<file path="src/rtl/smb_pkg.sv">
package smb_pkg;
  typedef enum logic [1:0] {
    ST_IDLE = 2'd0,
    ST_RD   = 2'd1,
    ST_WR   = 2'd2
  } smb_state_t;

  localparam logic [1:0] FLD_SRC  = 2'd0;
  localparam logic [1:0] FLD_DST  = 2'd1;
  localparam logic [1:0] FLD_CNT  = 2'd2;
  localparam logic [1:0] FLD_MODE = 2'd3;
endpackage

</file>
<file path="src/rtl/smb_pending.sv">
module smb_pending #(
  parameter int NCH = 8,
  parameter int CHW = $clog2(NCH)
) (
  input  logic           clk,
  input  logic           rst_n,
  input  logic [NCH-1:0] req_i,
  input  logic           clr_en,
  input  logic [CHW-1:0] clr_idx,
  output logic           any_o,
  output logic [CHW-1:0] gnt_o
);
  logic [NCH-1:0] pend_q;
  logic [NCH-1:0] clr_mask;

  assign clr_mask = clr_en ? (NCH'(1) << clr_idx) : '0;

  // a new request in the clearing cycle survives
  always_ff @(posedge clk) begin
    if (!rst_n) pend_q <= '0;
    else        pend_q <= (pend_q & ~clr_mask) | req_i;
  end

  assign any_o = |pend_q;

  // lowest index wins
  always_comb begin
    gnt_o = '0;
    for (int i = NCH - 1; i >= 0; i--) begin
      if (pend_q[i]) gnt_o = CHW'(i);
    end
  end
endmodule

</file>
<file path="src/rtl/smb_chan_regs.sv">
module smb_chan_regs
  import smb_pkg::*;
#(
  parameter int NCH = 8,
  parameter int AW  = 16,
  parameter int CW  = 8,
  parameter int CHW = $clog2(NCH)
) (
  input  logic           clk,
  input  logic           rst_n,
  input  logic           cfg_we,
  input  logic [CHW-1:0] cfg_ch,
  input  logic [1:0]     cfg_sel,
  input  logic [AW-1:0]  cfg_wdata,
  input  logic           adv_en,
  input  logic [CHW-1:0] adv_ch,
  output logic [AW-1:0]  src_o  [NCH],
  output logic [AW-1:0]  dst_o  [NCH],
  output logic [CW-1:0]  cnt_o  [NCH],
  output logic           word_o [NCH],
  output logic           incd_o [NCH]
);
  localparam logic [CW-1:0] CNT_ENDLESS = {CW{1'b1}};

  for (genvar g = 0; g < NCH; g++) begin : g_ch
    logic          hit_adv;
    logic          hit_cfg;
    logic [AW-1:0] step;

    assign hit_adv = adv_en && (adv_ch == CHW'(g));
    assign hit_cfg = cfg_we && (cfg_ch == CHW'(g));
    assign step    = word_o[g] ? AW'(2) : AW'(1);

    always_ff @(posedge clk) begin
      if (!rst_n) begin
        src_o[g]  <= '0;
        dst_o[g]  <= '0;
        cnt_o[g]  <= '0;
        word_o[g] <= 1'b0;
        incd_o[g] <= 1'b0;
      end else begin
        if (hit_adv) begin
          if (incd_o[g]) dst_o[g] <= dst_o[g] + step;
          else           src_o[g] <= src_o[g] + step;
          if (cnt_o[g] != CNT_ENDLESS) cnt_o[g] <= cnt_o[g] - CW'(1);
        end
        if (hit_cfg) begin
          case (cfg_sel)
            FLD_SRC:  src_o[g] <= cfg_wdata;
            FLD_DST:  dst_o[g] <= cfg_wdata;
            FLD_CNT:  cnt_o[g] <= cfg_wdata[CW-1:0];
            default: begin
              word_o[g] <= cfg_wdata[0];
              incd_o[g] <= cfg_wdata[1];
            end
          endcase
        end
      end
    end
  end
endmodule

</file>
<file path="src/rtl/smb_engine.sv">
module smb_engine
  import smb_pkg::*;
#(
  parameter int NCH = 8,
  parameter int AW  = 16,
  parameter int DW  = 16,
  parameter int CHW = $clog2(NCH)
) (
  input  logic           clk,
  input  logic           rst_n,
  input  logic           pend_any,
  input  logic [CHW-1:0] gnt_idx,
  input  logic           gnt_cnt_zero,
  input  logic [AW-1:0]  cur_src,
  input  logic [AW-1:0]  cur_dst,
  input  logic           cur_word,
  output logic [CHW-1:0] cur_ch,
  output logic           mem_valid,
  input  logic           mem_ready,
  output logic           mem_write,
  output logic           mem_size,
  output logic [AW-1:0]  mem_addr,
  output logic [DW-1:0]  mem_wdata,
  input  logic [DW-1:0]  mem_rdata,
  output logic           clr_en,
  output logic [CHW-1:0] clr_idx,
  output logic           adv_en,
  output logic           busy_o,
  output logic [NCH-1:0] irq_o,
  output logic           done_o,
  output logic [CHW-1:0] done_ch
);
  localparam int BW = DW / 2;

  smb_state_t    st_q;
  logic [DW-1:0] data_q;
  logic          go_irq;
  logic          go_move;
  logic          rd_acc;
  logic          wr_acc;

  assign go_irq  = (st_q == ST_IDLE) && pend_any && gnt_cnt_zero;
  assign go_move = (st_q == ST_IDLE) && pend_any && !gnt_cnt_zero;
  assign rd_acc  = (st_q == ST_RD) && mem_ready;
  assign wr_acc  = (st_q == ST_WR) && mem_ready;

  assign mem_valid = (st_q != ST_IDLE);
  assign mem_write = (st_q == ST_WR);
  assign mem_size  = cur_word;
  assign mem_addr  = (st_q == ST_WR) ? cur_dst : cur_src;
  assign mem_wdata = data_q;
  assign busy_o    = (st_q != ST_IDLE);

  assign clr_en  = go_irq || wr_acc;
  assign clr_idx = go_irq ? gnt_idx : cur_ch;
  assign adv_en  = wr_acc;

  always_ff @(posedge clk) begin
    if (!rst_n) begin
      st_q    <= ST_IDLE;
      cur_ch  <= '0;
      data_q  <= '0;
      irq_o   <= '0;
      done_o  <= 1'b0;
      done_ch <= '0;
    end else begin
      irq_o  <= go_irq ? (NCH'(1) << gnt_idx) : '0;
      done_o <= wr_acc;
      if (wr_acc) done_ch <= cur_ch;
      case (st_q)
        ST_IDLE: if (go_move) begin
          cur_ch <= gnt_idx;
          st_q   <= ST_RD;
        end
        ST_RD: if (rd_acc) begin
          data_q <= cur_word ? mem_rdata : {{(DW-BW){1'b0}}, mem_rdata[BW-1:0]};
          st_q   <= ST_WR;
        end
        ST_WR: if (wr_acc) st_q <= ST_IDLE;
        default: st_q <= ST_IDLE;
      endcase
    end
  end
endmodule

</file>
<file path="src/rtl/smb_top.sv">
module smb_top
  import smb_pkg::*;
#(
  parameter int NCH = 8,
  parameter int AW  = 16,
  parameter int DW  = 16,
  parameter int CW  = 8,
  parameter int CHW = $clog2(NCH)
) (
  input  logic           clk,
  input  logic           rst_n,
  input  logic [NCH-1:0] req_i,
  input  logic           cfg_we,
  input  logic [CHW-1:0] cfg_ch,
  input  logic [1:0]     cfg_sel,
  input  logic [AW-1:0]  cfg_wdata,
  output logic           mem_valid,
  input  logic           mem_ready,
  output logic           mem_write,
  output logic           mem_size,
  output logic [AW-1:0]  mem_addr,
  output logic [DW-1:0]  mem_wdata,
  input  logic [DW-1:0]  mem_rdata,
  output logic           steal_o,
  output logic [NCH-1:0] irq_o,
  output logic           xfer_done,
  output logic [CHW-1:0] done_ch
);
  logic           pend_any;
  logic [CHW-1:0] gnt_idx;
  logic [CHW-1:0] cur_ch;
  logic           clr_en;
  logic [CHW-1:0] clr_idx;
  logic           adv_en;
  logic [AW-1:0]  src_a  [NCH];
  logic [AW-1:0]  dst_a  [NCH];
  logic [CW-1:0]  cnt_a  [NCH];
  logic           word_a [NCH];
  logic           incd_a [NCH];

  smb_pending #(.NCH(NCH), .CHW(CHW)) u_pend (
    .clk(clk), .rst_n(rst_n), .req_i(req_i),
    .clr_en(clr_en), .clr_idx(clr_idx),
    .any_o(pend_any), .gnt_o(gnt_idx)
  );

  smb_chan_regs #(.NCH(NCH), .AW(AW), .CW(CW), .CHW(CHW)) u_regs (
    .clk(clk), .rst_n(rst_n),
    .cfg_we(cfg_we), .cfg_ch(cfg_ch), .cfg_sel(cfg_sel), .cfg_wdata(cfg_wdata),
    .adv_en(adv_en), .adv_ch(cur_ch),
    .src_o(src_a), .dst_o(dst_a), .cnt_o(cnt_a), .word_o(word_a), .incd_o(incd_a)
  );

  smb_engine #(.NCH(NCH), .AW(AW), .DW(DW), .CHW(CHW)) u_eng (
    .clk(clk), .rst_n(rst_n),
    .pend_any(pend_any), .gnt_idx(gnt_idx),
    .gnt_cnt_zero(cnt_a[gnt_idx] == '0),
    .cur_src(src_a[cur_ch]), .cur_dst(dst_a[cur_ch]), .cur_word(word_a[cur_ch]),
    .cur_ch(cur_ch),
    .mem_valid(mem_valid), .mem_ready(mem_ready), .mem_write(mem_write),
    .mem_size(mem_size), .mem_addr(mem_addr), .mem_wdata(mem_wdata),
    .mem_rdata(mem_rdata),
    .clr_en(clr_en), .clr_idx(clr_idx), .adv_en(adv_en),
    .busy_o(steal_o), .irq_o(irq_o), .done_o(xfer_done), .done_ch(done_ch)
  );
endmodule

</file>
<file path="config.mk">
export PLATFORM = sky130hd
export DESIGN_NAME = smb_top
export DESIGN_NICKNAME = d
export VERILOG_FILES = /design/src/rtl/smb_pkg.sv /design/src/rtl/smb_pending.sv /design/src/rtl/smb_chan_regs.sv /design/src/rtl/smb_engine.sv /design/src/rtl/smb_top.sv
export SDC_FILE = /design/constraint.sdc
export NUM_CORES = 1
export LEC_CHECK = 0
export ABC_AREA = 1
export BUFFER_PORTS_ARGS = -buffer_cell sky130_fd_sc_hd__buf_2
export CAP_MARGIN = 20
export CELL_PAD_IN_SITES_DETAIL_PLACEMENT = 1
export CELL_PAD_IN_SITES_GLOBAL_PLACEMENT = 2
export CORE_MARGIN = 8
export CORE_UTILIZATION = 36
export CTS_CLUSTER_DIAMETER = 30
export DETAILED_ROUTE_END_ITERATION = 10
export PLACE_DENSITY_LB_ADDON = 0.1
export REMOVE_ABC_BUFFERS = 1
export SLEW_MARGIN = 20
export SYNTH_ARGS = -nofsm -noshare
export SYNTH_HDL_FRONTEND = slang
export SYNTH_SLANG_ARGS = --single-unit
</file>
<file path="constraint.sdc">
create_clock -name clk -period 3.2 [get_ports clk]
set_input_delay 0.16 -clock clk [delete_from_list [all_inputs] [get_ports clk]]
set_output_delay 0.16 -clock clk [all_outputs]
set_load 0.005 [all_outputs]
</file>
==> results.ini <==
[synth]
synth_cells = 3341
synth-async-reset-ratio = 0
synth_compound_area_frac = 0.202
syn-cell-area_um2 = 23600
synth_top_family_by_area = simple AND/OR/NAND/NOR gates
synth.top_cell.area_share = 0.320
synthSimpleGateAreaFrac = 0.223
synth-seq-cells = 377
synthFlopType = dfxtp_1
netlist_top_cells_area = dfxtp_1, inv_1, nand2_1
syn_area_per_cell_um2 = 7.07
synth-edff-count = 0
synth_warnings = 0
synth_xor_area_frac = 0.0894
ys_types = 59
synth_top_cell_by_area = dfxtp_1
synthAdderAreaFrac = 0.0390
ys_seq_area_frac = 0.320
synth_mux_area_frac = 0

[die]
core_um2 = 65400
die_w_um = 272
dieArea_um2 = 74000
die_y_um = 272
io-pin-count = 97
start_util = 0.361
fp-row-count = 94

[layout]
area_delta_synth_final_pct = 27.1
finish.net_count = 3647
drive_above_1_share = 0.140
fin_cells = 4495
n_antenna_cell = 0
nFillCells = 8163

[cts]
htree_levels = 4
clock-root-buffer = clkbuf_16
cts-buffers-inserted = 131
cts_tree = done
clk_pin_slew_ns = 0.04
worstSkewPairLatency_ns = 0.70
cts.sinks = 377
clk_path_buf_depth = 3

[routing]
dr.pass1.iters = 5
postRouteWirelength_mm = 103
vias = 24194
antenna_left = 0
routedWlPerCell_um = 23.0
drc = 0
viasPerCell = 5.38
initialDrtViolationCount = 1589

[worst_setup_path]
endpoint_kind = output port
crit_type = reg -> out
startpoint_type = flip-flop
cp.required_ns = 3.04
cp_max_fo = 14
arrival_ns = 2.94

[power_and_ir_drop]
leakagePower_nw = 13.7
peakVddDrop_v = 0.000547
power.density_nw_per_um2 = 661

[min_path]
hold_path.class = in -> reg

[timing]
slew_violations = 0
max_freq_mhz = 322
setup_violations = 0
skew_ns = 0.0243
tightest_slew_ns = 1.12
period_share = 0.970
timing.slew.headroom = 0.253
finalSetupTns_ns = 0
rsz0062_at_grt = false
hold_viol = 0
min_period_ns = 3.10

[run]
max-cap-violations = 0

[outcome]
status = finished clean

[grt]
antenna_found_initial = 2
grt_max_degree = 133
grt_usage = 0.273
grt_pass1_wl_mm = 156
grt_pass1_vias = 25264
grt-ovfl-total = 0

[placement]
place.gp.congestion = 0.880
place_inst = 4223
numPortBuffers = 96
dp_hpwl_mm = 72.4

## worst max-delay path, cell delays in order (launching register included)
cell and delay [ns]:
dfxtp_2 0.40, inv_4 0.11, nor2_8 0.04, inv_2 0.19, buf_4 0.31, o22ai_1 0.17, a221oi_2 0.31, nand2_1 0.10
o311ai_0 0.12, nand2_1 0.27, buf_2 0.21
## cell families (layout without fill, tap and decap cells)
| group | count (synthesis) | after routing |
|---|---|---|
| fa+ha+maj | 64 | 64 |
| simple gates | 1094 | 1094 |
| buf+inv | 793 | 1083 |
| xor+xnor | 241 | 241 |
| compound gates | 772 | 772 |
| flops | 377 | 377 |
## cell usage after synthesis, types with 14 or more instances
cell       count
o311ai_0      14
nor3_2        16
o221ai_1      22
inv_2         20
nor3_1        61
dfxtp_1      377
nor4_1        19
nor2_1       229
nor2_4        22
o2111ai_1     14
xnor2_1       40
a221oi_1      34
clkbuf_1     124
inv_1        620
nand3_1      114
ha_1          48
xor2_1       201
a21oi_1      205
nand4_1       50
o22ai_1       47
nand2_1      513
fa_1          16
o211ai_1     166
o21ai_0      213
## timing repair
item | in CTS | in global routing
endpoints found under the setup margin | 8 | 5
endpoints found under the hold margin | 72 | 0
resized for setup | 5 | 5
hold buffers | 40 | 0
setup buffers | 2 | 0
pin swaps | 0 | 0
## layer usage
layer | share of wire | global-route usage | up-vias
met3 | 0.051 | 0.0430 | 209
met4 | 0.039 | 0.114 | 0
li1 | - | - | 11391
met2 | 0.46 | 0.451 | 661
met1 | 0.45 | 0.353 | 11933
met5 | 0 | 0 | -
## final cells by class
class,instances,area [um2],area share
well taps,864,1080,0.0360
repair buffers,204,1510,0.0504
clock inverters,42,468,0.0156
clock buffers,188,3830,0.128
flip-flops and latches,377,7550,0.252
multi-input cells,2171,13100,0.437
inverters,649,2440,0.0815
## power breakdown
part / leakage (nW) / internal (mW) / switching, mW
Sequential: 3.05 / 4.85 / 0.140
Clock: 2.13 / 8.72 / 3.62
Combinational: 8.52 / 0.663 / 1.82
## metrics by stage
stage                     worst slack [ns]  power [mW]   util  instance area (um2)  hold slack (ns)
after global routing               0.00693        20.4  0.459                30000           0.0488
final                               0.0968        19.8  0.459                30000           0.0491
after floorplan                      0.161        6.09      -                23000            0.283
after CTS                           0.0383        20.0  0.458                30000          0.00778
after detailed placement             0.454        7.45  0.386                25300            0.394
after global placement               0.562        7.42  0.386                25300            0.383
## state kept, by name, indices dropped and copies added, names as in the netlist
name             count
u_pend.pend_q        8
u_regs.cnt_o        64
u_eng.cur_ch         3
u_regs.src_o       128
u_eng.mem_wdata     16
u_eng.irq_o          8
u_regs.word_o        8
u_eng.done_o         1
u_regs.dst_o       128
u_eng.st_q           2
u_regs.incd_o        8
u_eng.done_ch        3
## worst paths after layout
path / start / endpoint / slack [ns] / depth (start not counted)
hold / removal: cfg_wdata[7] / u_regs.dst_o[119] / 0.05 / 3
setup reg to reg: u_eng.cur_ch[1] / u_regs.dst_o[89] / 0.23 / 16
hold reg to reg: u_eng.done_ch[2] / u_eng.done_ch[2] / 0.47 / 2
setup / recovery: u_eng.cur_ch[1] / mem_addr[0] / 0.1 / 10
## layout by cell type, fill, tap and decap left out, drive strengths merged, types with 3 or more instances in the layout
| cell | n |
|---|---|
| o21bai | 9 |
| a22oi | 13 |
| clkinv | 40 |
| o21ai | 222 |
| nand3 | 124 |
| fa | 16 |
| dfxtp | 377 |
| inv | 643 |
| a211oi | 5 |
| a31oi | 11 |
| o22ai | 47 |
| o311ai | 14 |
| nor4 | 28 |
| a22o | 3 |
| bufinv | 7 |
| or2 | 9 |
| ha | 48 |
| o2111ai | 14 |
| nor2 | 266 |
| a221oi | 34 |
| clkbuf | 189 |
| nor3 | 81 |
| nand4 | 50 |
| a21oi | 206 |
| buf | 163 |
| dlygate4sd3 | 40 |
| nand2 | 529 |
| xnor2 | 40 |
| o221ai | 22 |
| o211ai | 166 |
| xor2 | 201 |
No activity file was read; power rests on OpenSTA's default activity.
